$ cat config.mk
export PLATFORM = sky130hd
export DESIGN_NAME = i2c_unjam
export DESIGN_NICKNAME = d
export VERILOG_FILES = /design/src/rtl/unjam_pkg.sv /design/src/rtl/unjam_timer.sv /design/src/rtl/unjam_pulse_ctr.sv /design/src/rtl/i2c_unjam.sv
export SDC_FILE = /design/constraint.sdc
export NUM_CORES = 1
export LEC_CHECK = 0
export BUFFER_PORTS_ARGS = -buffer_cell sky130_fd_sc_hd__clkbuf_2
export CORE_ASPECT_RATIO = 1.2
export CORE_MARGIN = 4
export CORE_UTILIZATION = 30
export CTS_BUF_LIST = sky130_fd_sc_hd__clkbuf_16
export DETAILED_ROUTE_END_ITERATION = 12
export SETUP_SLACK_MARGIN = 0.5
export SLEW_MARGIN = 20
export SYNTH_ARGS = -nofsm -noshare
export SYNTH_HDL_FRONTEND = slang
export SYNTH_HIERARCHICAL = 1
export SYNTH_SLANG_ARGS = --single-unit
export TNS_END_PERCENT = 10
$ cat constraint.sdc
create_clock -name clk -period 5.25 [get_ports clk]
set_input_delay 0.2625 -clock clk [delete_from_list [all_inputs] [get_ports clk]]
set_output_delay 0.2625 -clock clk [all_outputs]
set_load 0.02 [all_outputs]
$ cat src/rtl/unjam_pkg.sv
package unjam_pkg;

    typedef enum logic [3:0] {
        ST_IDLE,
        ST_UNST_LO,
        ST_UNST_HI,
        ST_ST_HOLD,
        ST_ST_LOW,
        ST_REL,
        ST_CLK_HI,
        ST_CLK_LO,
        ST_RS_HI,
        ST_RS_SETUP,
        ST_SP_LOW,
        ST_SP_HI1,
        ST_SP_HI2,
        ST_SP_REL,
        ST_CHECK
    } unjam_st_e;

    typedef struct packed {
        unjam_st_e st;
        logic      second;
        logic      scl;
        logic      sda;
        logic      run;
        logic      done;
        logic      clear;
    } unjam_regs_t;

endpackage

$ cat src/rtl/unjam_timer.sv
module unjam_timer #(
    parameter int W = 10
) (
    input  logic         clk,
    input  logic         rst_n,
    input  logic         load,
    input  logic [W-1:0] val,
    output logic         expired
);
    logic [W-1:0] cnt_d, cnt_q;

    always_comb begin
        if (load) begin
            cnt_d = val;
        end else if (cnt_q != '0) begin
            cnt_d = cnt_q - 1'b1;
        end else begin
            cnt_d = cnt_q;
        end
    end

    always_ff @(posedge clk or negedge rst_n) begin
        if (!rst_n) cnt_q <= '0;
        else        cnt_q <= cnt_d;
    end

    assign expired = (cnt_q == '0);
endmodule

$ cat src/rtl/unjam_pulse_ctr.sv
module unjam_pulse_ctr #(
    parameter int LIMIT = 9,
    parameter int W     = 4
) (
    input  logic         clk,
    input  logic         rst_n,
    input  logic         clr,
    input  logic         inc,
    output logic [W-1:0] cnt,
    output logic         last
);
    logic [W-1:0] cnt_d, cnt_q;

    always_comb begin
        if (clr)      cnt_d = '0;
        else if (inc) cnt_d = cnt_q + 1'b1;
        else          cnt_d = cnt_q;
    end

    always_ff @(posedge clk or negedge rst_n) begin
        if (!rst_n) cnt_q <= '0;
        else        cnt_q <= cnt_d;
    end

    assign cnt  = cnt_q;
    assign last = (cnt_q == W'(LIMIT - 1));
endmodule

$ cat src/rtl/i2c_unjam.sv
module i2c_unjam
    import unjam_pkg::*;
#(
    parameter int LOW_CYC  = 588,
    parameter int HIGH_CYC = 500,
    parameter int PULSES   = 9
) (
    input  logic clk,
    input  logic rst_n,
    input  logic kick,
    input  logic xfer_busy,
    input  logic sda_in,
    output logic scl_out,
    output logic sda_out,
    output logic running,
    output logic done,
    output logic bus_clear
);
    localparam int MAXD = (LOW_CYC > HIGH_CYC) ? LOW_CYC : HIGH_CYC;
    localparam int TW   = $clog2(MAXD + 1);
    localparam int PCW  = $clog2(PULSES + 1);

    unjam_regs_t r_d, r_q;

    logic          tmr_load;
    logic [TW-1:0] tmr_val;
    logic          tmr_exp;
    logic          ctr_clr;
    logic          ctr_inc;
    logic [PCW-1:0] pulse_cnt;
    logic          pulse_last;

    // Interval length (minus one) spent in each state.
    function automatic logic [TW-1:0] hold_len(input unjam_st_e s);
        case (s)
            ST_ST_HOLD, ST_CLK_HI, ST_RS_HI,
            ST_SP_HI1, ST_SP_HI2:            hold_len = TW'(HIGH_CYC - 1);
            ST_UNST_LO, ST_UNST_HI, ST_ST_LOW,
            ST_CLK_LO, ST_RS_SETUP,
            ST_SP_LOW, ST_SP_REL:            hold_len = TW'(LOW_CYC - 1);
            default:                         hold_len = '0;
        endcase
    endfunction

    function automatic logic scl_level(input unjam_st_e s);
        case (s)
            ST_UNST_LO, ST_ST_LOW, ST_REL,
            ST_CLK_LO, ST_SP_LOW:            scl_level = 1'b0;
            default:                         scl_level = 1'b1;
        endcase
    endfunction

    function automatic logic sda_level(input unjam_st_e s);
        case (s)
            ST_ST_HOLD, ST_ST_LOW, ST_SP_LOW,
            ST_SP_HI1, ST_SP_HI2:            sda_level = 1'b0;
            default:                         sda_level = 1'b1;
        endcase
    endfunction

    always_comb begin
        r_d      = r_q;
        r_d.done = 1'b0;
        ctr_clr  = 1'b0;
        ctr_inc  = 1'b0;
        if (r_q.st == ST_IDLE) begin
            if (kick && !xfer_busy) begin
                r_d.st     = sda_in ? ST_ST_HOLD : ST_UNST_LO;
                r_d.second = 1'b0;
                r_d.clear  = 1'b0;
                ctr_clr    = 1'b1;
            end
        end else if (tmr_exp) begin
            case (r_q.st)
                ST_UNST_LO:  r_d.st = ST_UNST_HI;
                ST_UNST_HI:  r_d.st = ST_ST_HOLD;
                ST_ST_HOLD:  r_d.st = ST_ST_LOW;
                ST_ST_LOW:   r_d.st = r_q.second ? ST_SP_LOW : ST_REL;
                ST_REL:      r_d.st = ST_CLK_HI;
                ST_CLK_HI:   r_d.st = ST_CLK_LO;
                ST_CLK_LO: begin
                    ctr_inc = 1'b1;
                    r_d.st  = pulse_last ? ST_RS_HI : ST_CLK_HI;
                end
                ST_RS_HI:    r_d.st = ST_RS_SETUP;
                ST_RS_SETUP: begin
                    r_d.second = 1'b1;
                    r_d.st     = sda_in ? ST_ST_HOLD : ST_UNST_LO;
                end
                ST_SP_LOW:   r_d.st = ST_SP_HI1;
                ST_SP_HI1:   r_d.st = ST_SP_HI2;
                ST_SP_HI2:   r_d.st = ST_SP_REL;
                ST_SP_REL:   r_d.st = ST_CHECK;
                ST_CHECK: begin
                    r_d.st    = ST_IDLE;
                    r_d.done  = 1'b1;
                    r_d.clear = sda_in;
                end
                default:     r_d.st = ST_IDLE;
            endcase
        end
        r_d.scl = scl_level(r_d.st);
        r_d.sda = sda_level(r_d.st);
        r_d.run = (r_d.st != ST_IDLE);
    end

    assign tmr_load = (r_d.st != r_q.st);
    assign tmr_val  = hold_len(r_d.st);

    always_ff @(posedge clk or negedge rst_n) begin
        if (!rst_n) begin
            r_q <= '{st: ST_IDLE, second: 1'b0, scl: 1'b1, sda: 1'b1,
                     run: 1'b0, done: 1'b0, clear: 1'b0};
        end else begin
            r_q <= r_d;
        end
    end

    unjam_timer #(.W(TW)) u_timer (
        .clk     (clk),
        .rst_n   (rst_n),
        .load    (tmr_load),
        .val     (tmr_val),
        .expired (tmr_exp)
    );

    unjam_pulse_ctr #(.LIMIT(PULSES), .W(PCW)) u_pulses (
        .clk   (clk),
        .rst_n (rst_n),
        .clr   (ctr_clr),
        .inc   (ctr_inc),
        .cnt   (pulse_cnt),
        .last  (pulse_last)
    );

    assign scl_out   = r_q.scl;
    assign sda_out   = r_q.sda;
    assign running   = r_q.run;
    assign done      = r_q.done;
    assign bus_clear = r_q.clear;
endmodule

==> impl_metrics.env, run 1 <==
export IMPL_drive_above_1_share_pct=16.9
export IMPL_vdd_drop_max_mv=0.134
export IMPL_via_per_inst=5.07
export IMPL_yosys_area_top_type_share_pct=33.1
export IMPL_port_buffer_count=9
export IMPL_hold_ws_ps=5.74
export IMPL_overflow=0
export IMPL_layout_nets=198
export IMPL_critPathArrivalTime_ps=3340
export IMPL_fmax_mhz=319
export IMPL_drc=0
export IMPL_design_core_area_um2=5330
export IMPL_ys_seq_elements=24
export IMPL_yosys_area_share_simple_pct=23.0
export IMPL_routed_wirelength_um=3110
export IMPL_chipHeight_um=89.6
export IMPL_period_needed_ps=3130
export IMPL_r2r_start="u_timer/cnt_q[3]$_DFFE_PN0P_"
export IMPL_ys_top_cells_by_area="dfrtp_1 (33%), ha_1 (6.8%), mux2i_1 (4.8%), nor2_1 (4.3%), a21oi_1 (3.6%)"
export IMPL_grt_pass1_vias=1168
export IMPL_cts_resized_gates=0
export IMPL_maxCapViolations=0
export IMPL_die_w_um=76.0
export IMPL_crit_path_top_delay_cell="a221oi_2"
export IMPL_reg2regPathDepth=10
export IMPL_start_util_pct=31.2
export IMPL_clockRootBuffer="clkbuf_16"
export IMPL_dp_hpwl_um=2290
export IMPL_max_stage_delay_ps=510
export IMPL_synth_area_um2=1660
export IMPL_fin_skew_ps=2.26
export IMPL_cts_setup_buffers=0
export IMPL_critPathLaunchType="register"
export IMPL_timing_setup_tns_ps=0
export IMPL_cts_max_level=1
export IMPL_synth_async_reset_ratio_pct=100
export IMPL_synth_distinct_cells=52
export IMPL_synth_enable_flop_cells=0
export IMPL_synthMuxAreaShare_pct=6.39
export IMPL_gp_congestion=0.855
export IMPL_rows=29
export IMPL_yosysSeqAreaShare_pct=36.2
export IMPL_synth_area_per_cell_um2=9.35
export IMPL_hold_violations=0
export IMPL_syn_num_nets=192
export IMPL_synthFlopType="dfrtp_1"
export IMPL_wl_per_cell_um=12.7
export IMPL_dieArea_um2=6810
export IMPL_synth_xor_area_share_pct=3.16
export IMPL_grt_total_usage_pct=10.1
export IMPL_grt_pass1_wl_um=5600
export IMPL_clk_latency_ps=260
export IMPL_top_level_ports=10
export IMPL_netlist_instances=178
export IMPL_cpMostUsedCell="inv_1"
export IMPL_initialDrtViolationCount=35
export IMPL_slew_headroom_pct=45.3
export IMPL_clkSinkCount=24
export IMPL_power_density_nw_per_um2=502
export IMPL_cts_path_max_buffers=2
export IMPL_fin_crit_sh_pct=59.7
export IMPL_worstSetupEndpointType="register"
export IMPL_cp_cell_sequence="nor4_4 > nand3_1 > inv_1 > inv_1 > a221oi_2 > inv_1 > ha_1 > or2_2 > a21oi_1 > o22a_1"
export IMPL_setup_viol=0
export IMPL_vias=1243
export IMPL_synthAdderAreaFrac_pct=6.77
export IMPL_worstSetupPathType="reg2reg"
export IMPL_area_growth_synth_to_final_pct=9.55
export IMPL_detail_route_antenna_nets=0
export IMPL_synth_top_family_by_area="simple AND/OR/NAND/NOR gates"
export IMPL_rsz0062_at_grt="false"
export IMPL_tritoncts="done"
export IMPL_synth_compound_area_share_pct=17.4
export IMPL_power_leakage_nw=0.762
export IMPL_dr_pass1_iters=4
export IMPL_reg2reg_to="scl_out$_DFF_PN1_"
export IMPL_clk_pin_slew_worst_paths_ps=60
export IMPL_hold_path_class="in2async"
export IMPL_worst_ep_required_time_ps=5450
export IMPL_cp_max_fo=10
export IMPL_rrSetupSlack_ps=2120
export IMPL_antenna_found_initial=0
export IMPL_slew_viol_final=0
export IMPL_cts_inserted_buffers=3
export IMPL_diodes=0
export IMPL_synth_top_cell_by_area="dfrtp_1"
export IMPL_outcome="complete, no violations"
export IMPL_cts_hold_buf=0
export IMPL_yosysWarnings=6
export IMPL_tightest_slew_ps=821
export IMPL_grt_max_degree=25
[metrics by stage]
step	util [%]	cells	setup slack [ps]	area [um2]	power (mW)
finish	34.2	245	2120	1820	0.915
detailed placement	32.2	241	2120	1720	0.701
global route	34.2	245	1810	1820	0.988
global placement	32.2	241	2250	1720	0.696
floorplan	-	178	2530	1660	0.630
CTS	34.2	245	2110	1820	0.923
[power breakdown]
group	switching, mW	internal (mW)	leakage, nW
Sequential	0.0881	0.261	0.288
Clock	0.0652	0.152	0.0511
Combinational	0.186	0.163	0.423
Total	0.339	0.576	0.762
[worst max-delay path by stage]
stage / startpoint / end / slack [ps] / cells past startpoint
floorplan: u_timer/cnt_q[3]$_DFFE_PN0P_ / scl_out$_DFF_PN1_ / 2530 / 11
global route: u_timer/cnt_q[3]$_DFFE_PN0P_ / u_timer/cnt_q[7]$_DFFE_PN0P_ / 1810 / 8
detailed placement: u_timer/cnt_q[3]$_DFFE_PN0P_ / u_timer/cnt_q[7]$_DFFE_PN0P_ / 2120 / 10
finish: u_timer/cnt_q[3]$_DFFE_PN0P_ / scl_out$_DFF_PN1_ / 2120 / 10
global placement: u_timer/cnt_q[3]$_DFFE_PN0P_ / u_timer/cnt_q[7]$_DFFE_PN0P_ / 2250 / 8
CTS: u_timer/cnt_q[3]$_DFFE_PN0P_ / scl_out$_DFF_PN1_ / 2110 / 10
[registers in the layout, indices dropped and copies added (netlist names)]
signal / cells
u_timer/cnt_q: 10
r_q: 5
u_pulses/cnt: 4
bus_clear: 1
done: 1
running: 1
scl_out: 1
sda_out: 1
[critical path, delay by kind of cell (launching register included)]
family	cells	cell delay, ps
and+or+nand+nor	3	940
DFF	1	450
adders and majority gates	1	260
buffers and inverters	3	600
AOI/OAI and AO/OA	3	830
[cell type report]
type                    instances  area, um2
repair buffers                  9       45.0
fillers                       543       3510
inverters                      12       45.0
clock buffers                   3       75.1
well taps                      62       77.6
multi-input cells             134        947
flip-flops and latches         24        603
clock inverters                 1       30.0
[cells in the mapped netlist (all sizes together) (4+ instances only)]
master / number
o21ai: 4
a21oi: 12
inv: 12
ha: 9
dfrtp: 22
buf: 6
nor2: 20
mux2i: 8
nand2: 17
nor3: 6
nand2b: 6
nand3: 5
nor2b: 4
[layer usage]
layer / share of wire, % / track usage [%] / up-vias
li1: - / - / 624
met1: 46 / 12.3 / 585
met2: 48 / 17.1 / 29
met3: 4.7 / 2.79 / 5
met4: 1.4 / 3.88 / 0
met5: 0 / 0 / -
[placed cells by master (no fill, tap or decap), types with 3 or more instances in the layout]
cell type	count
dfrtp_1	22
nor2_1	19
nand2_1	16
a21oi_1	12
inv_1	10
ha_1	9
clkbuf_2	9
mux2i_1	8
nor3_1	6
nand2b_1	6
nand3_1	5
o21ai_0	4
nor2b_1	4
nor3b_2	3
clkbuf_16	3
xnor2_1	3
xor2_1	3
[cell families after synthesis]
family / after synthesis
flops: 24
buf+inv: 20
xor+xnor: 6
simple gates: 70
mux: 10
fa+ha+maj: 9
compound gates: 38
other cells: 1
Note: power is estimated with default switching activity, not from simulation.
==> run 2, diff against run 1 <==
--- a/config.mk
+++ b/config.mk
@@ -5,6 +5,7 @@
 export SDC_FILE = /design/constraint.sdc
 export NUM_CORES = 1
 export LEC_CHECK = 0
+export ABC_AREA = 1
 export BUFFER_PORTS_ARGS = -buffer_cell sky130_fd_sc_hd__clkbuf_2
 export CORE_ASPECT_RATIO = 1.2
 export CORE_MARGIN = 4
==> constraint.sdc (replaced) <==
create_clock -name clk -period 3.1 [get_ports clk]
set_input_delay 0.155 -clock clk [delete_from_list [all_inputs] [get_ports clk]]
set_output_delay 0.155 -clock clk [all_outputs]
set_load 0.02 [all_outputs]
==> run 2 against run 1 <==
Net effect:
- die area is 8.8% higher
- worst setup slack worse by 1500 ps
- area after synthesis is 9.8% higher
- global-route usage is 1.2 points higher
- clock skew is 3.1 ps higher
- combinational power grew to 2.8 times the previous value
- critical path type unchanged
==> impl_metrics.env, run 2 <==
export IMPL_vdd_drop_max_mv=0.345
export IMPL_slew_headroom_pct=57.6
export IMPL_power_density_nw_per_um2=818
export IMPL_clk_latency_ps=260
export IMPL_worst_ep_required_time_ps=3250
export IMPL_p_int_uw=991
export IMPL_reg2reg_to="u_timer/cnt_q[8]$_DFFE_PN0P_"
export IMPL_fin_crit_sh_pct=79.2
export IMPL_r2r_start="u_timer/cnt_q[1]$_DFFE_PN0P_"
export IMPL_clk_pin_slew_worst_paths_ps=70
export IMPL_synth_most_common_cell="nand2_1"
export IMPL_gp_congestion=0.906
export IMPL_sequentialPowerShare_pct=30.3
export IMPL_timing_setup_tns_ps=0
export IMPL_cts_path_max_buffers=2
export IMPL_dr_pass1_iters=4
export IMPL_rows=30
export IMPL_grt_pass1_wl_um=6800
export IMPL_final_cell_mix="nand2_1 (74), nor2_1 (25), inv_1 (22), dfrtp_1 (21), nand2_2 (14)"
export IMPL_syn_num_nets=267
export IMPL_fmax_mhz=407
export IMPL_grt_total_usage_pct=11.3
export IMPL_dp_hpwl_um=2950
export IMPL_comb_power_share_pct=53.9
export IMPL_synth_async_reset_ratio_pct=100
export IMPL_critical_path_top_delay_family="simple AND/OR/NAND/NOR gates"
export IMPL_crit_path_top_delay_cell="dfrtp_1"
export IMPL_synth_area_per_cell_um2=7.22
export IMPL_maxCapViolations=0
export IMPL_pwr_share_clk_pct=15.7
export IMPL_power_leakage_nw=1.07
export IMPL_yosysWarnings=6
export IMPL_cp_cell_sequence="inv_2 > ha_4 > inv_1 > nor2_4 > nand4_4 > nor2_4 > nand2_2 > nand3_4 > inv_2 > buf_4 > ha_2 > nand3_2 > nand3_2 > or2_2 > nand2_1 > nor2_1"
export IMPL_synth_top_cell_by_area="dfrtp_1"
export IMPL_worstHoldStart="sda_in"
export IMPL_hold_path_class="in2reg"
export IMPL_detail_route_antenna_nets=0
export IMPL_area_growth_synth_to_final_pct=21.4
export IMPL_synthFlopType="dfrtp_1"
export IMPL_slew_viol_final=0
export IMPL_die_w_um=79.2
export IMPL_wl_per_cell_um=11.2
export IMPL_drc=0
export IMPL_synth_enable_flop_cells=0
export IMPL_max_stage_delay_ps=400
export IMPL_reg2regPathDepth=16
export IMPL_synth_distinct_cells=33
export IMPL_clockRootBuffer="clkbuf_16"
export IMPL_min_to="bus_clear$_DFFE_PN0P_"
export IMPL_synth_area_um2=1830
export IMPL_dieArea_um2=7410
export IMPL_drive_above_1_share_pct=30.3
export IMPL_cp_num_buf_inv=4
export IMPL_top_register="u_timer/cnt_q"
export IMPL_clkSinkCount=24
export IMPL_design_core_area_um2=5780
export IMPL_ys_seq_elements=24
export IMPL_cts_inserted_buffers=3
export IMPL_worstSetupPathType="reg2reg"
export IMPL_routed_wirelength_um=3950
export IMPL_finalInstanceArea_um2=2220
export IMPL_rrSetupSlack_ps=640
export IMPL_netlist_instances=253
export IMPL_outcome="complete, no violations"
export IMPL_cts_max_level=1
export IMPL_layout_nets=289
export IMPL_vias=1609
export IMPL_tritoncts="done"
export IMPL_ys_top_cells_by_area="dfrtp_1 (30%), nand2_1 (16%), ha_1 (6.2%), inv_1 (5.8%), nor2_1 (5.3%)"
export IMPL_critPathArrivalTime_ps=2610
export IMPL_period_needed_ps=2460
export IMPL_via_per_inst=4.55
export IMPL_rsz0062_at_grt="false"
export IMPL_hold_violations=0
export IMPL_synthTopCellsByCount="nand2_1 (78), inv_1 (28), nor2_1 (26)"
export IMPL_grt_pass1_vias=1568
export IMPL_diodes=0
export IMPL_yosysSeqAreaShare_pct=33.0
export IMPL_min_path_cells=3
export IMPL_cp_max_fo=6
export IMPL_yosys_area_top_type_share_pct=30.1
export IMPL_top_level_ports=10
export IMPL_placed_area_um2=1950
export IMPL_overflow=0
export IMPL_netSwitchingPower_uw=822
export IMPL_worstSetupEndpointType="register"
export IMPL_chipHeight_um=93.5
export IMPL_initialDrtViolationCount=44
export IMPL_critPathLaunchType="register"
export IMPL_final_common_cell="nand2_1"
export IMPL_port_buffer_count=9
export IMPL_setup_viol=0
export IMPL_antenna_found_initial=0
export IMPL_largest_reg_flops=10
export IMPL_tightest_slew_ps=631
export IMPL_switching_share_pct=45.3
export IMPL_fin_skew_ps=5.34
export IMPL_start_util_pct=31.6
export IMPL_grt_max_degree=25
run 2: kinds of logic (layout without fill, tap and decap cells):
| group | count (synthesis) | in the layout | share of synthesized area [%] |
|---|---|---|---|
| other cells | 1 | 1 | 0.205 |
| fa+ha+maj | 9 | 9 | 6.16 |
| compound gates | 19 | 19 | 6.10 |
| simple gates | 162 | 162 | 44.2 |
| flops | 24 | 24 | 33.0 |
| xor+xnor | 3 | 3 | 1.44 |
| buf+inv | 35 | 56 | 8.84 |
run 2: stage by stage:
step | instances | setup WS [ps] | util (%) | hold slack, ps | total power, mW
2_1_floorplan | 253 | 507 | - | -141 | 1.19
3_3_place_gp | 340 | 390 | 33.7 | 215 | 1.35
3_5_place_dp | 340 | 287 | 33.7 | 220 | 1.35
4_1_cts | 347 | 501 | 35.8 | 153 | 1.67
5_1_grt | 354 | 480 | 38.4 | 160 | 1.98
6_report | 354 | 644 | 38.4 | 152 | 1.81
run 2: metal layers:
| metal | track usage (%) | vias up | routed length [um] | share of wire (%) |
|---|---|---|---|---|
| met5 | 0 | - | 0 | 0 |
| met4 | 4.73 | 0 | 78 | 2.0 |
| met3 | 1.73 | 8 | 95 | 2.4 |
| met1 | 13.0 | 738 | 1730 | 44 |
| met2 | 20.4 | 22 | 2040 | 52 |
| li1 | - | 841 | - | - |
run 2: worst reg2reg max path, cell delays in order, from the launching register on:
cell	delay, ps
dfrtp_1	400
inv_2	90
ha_4	130
inv_1	60
nor2_4	140
nand4_4	100
nor2_4	190
nand2_2	100
nand3_4	130
inv_2	70
buf_4	150
ha_2	200
nand3_2	90
nand3_2	110
or2_2	300
nand2_1	60
nor2_1	30
run 2: power groups by stage:
stage          combinational (mW)  clock (mW)  sequential, mW
2_1_floorplan               0.668           0           0.524
3_3_place_gp                0.809           0           0.538
3_5_place_dp                0.813           0           0.541
4_1_cts                     0.845       0.292           0.538
5_1_grt                      1.11       0.306           0.567
6_report                    0.978       0.286           0.550
run 2: how the worst max path moves through the flow:
| stage | cells past startpoint | endpoint | start | slack, ps |
|---|---|---|---|---|
| after floorplan | 17 | u_timer/cnt_q[8]$_DFFE_PN0P_ | u_timer/cnt_q[0]$_DFFE_PN0P_ | 510 |
| after global placement | 16 | u_timer/cnt_q[8]$_DFFE_PN0P_ | u_timer/cnt_q[0]$_DFFE_PN0P_ | 390 |
| after detailed placement | 16 | u_timer/cnt_q[8]$_DFFE_PN0P_ | u_timer/cnt_q[0]$_DFFE_PN0P_ | 290 |
| after CTS | 16 | u_timer/cnt_q[8]$_DFFE_PN0P_ | u_timer/cnt_q[0]$_DFFE_PN0P_ | 500 |
| after global routing | 17 | u_timer/cnt_q[8]$_DFFE_PN0P_ | u_timer/cnt_q[1]$_DFFE_PN0P_ | 480 |
| final | 16 | u_timer/cnt_q[8]$_DFFE_PN0P_ | u_timer/cnt_q[1]$_DFFE_PN0P_ | 640 |
run 2: what timing repair did:
item / in CTS / in global routing
hold buffers: 1 / 0
pin swaps: 2 / 6
resized for setup: 7 / 23
setup endpoints to repair: 6 / 10
setup buffers: 2 / 7
hold endpoints to repair: 22 / 0
run 2: final cells by class:
class                      count  area [um2]
clock inverter                 1        3.75
clock buffer                   3        75.1
sequential                    24         604
tap                           80         100
timing repair buffer          22         149
fill                         617        3560
inverter                      30         115
multi-input combinational    194        1170
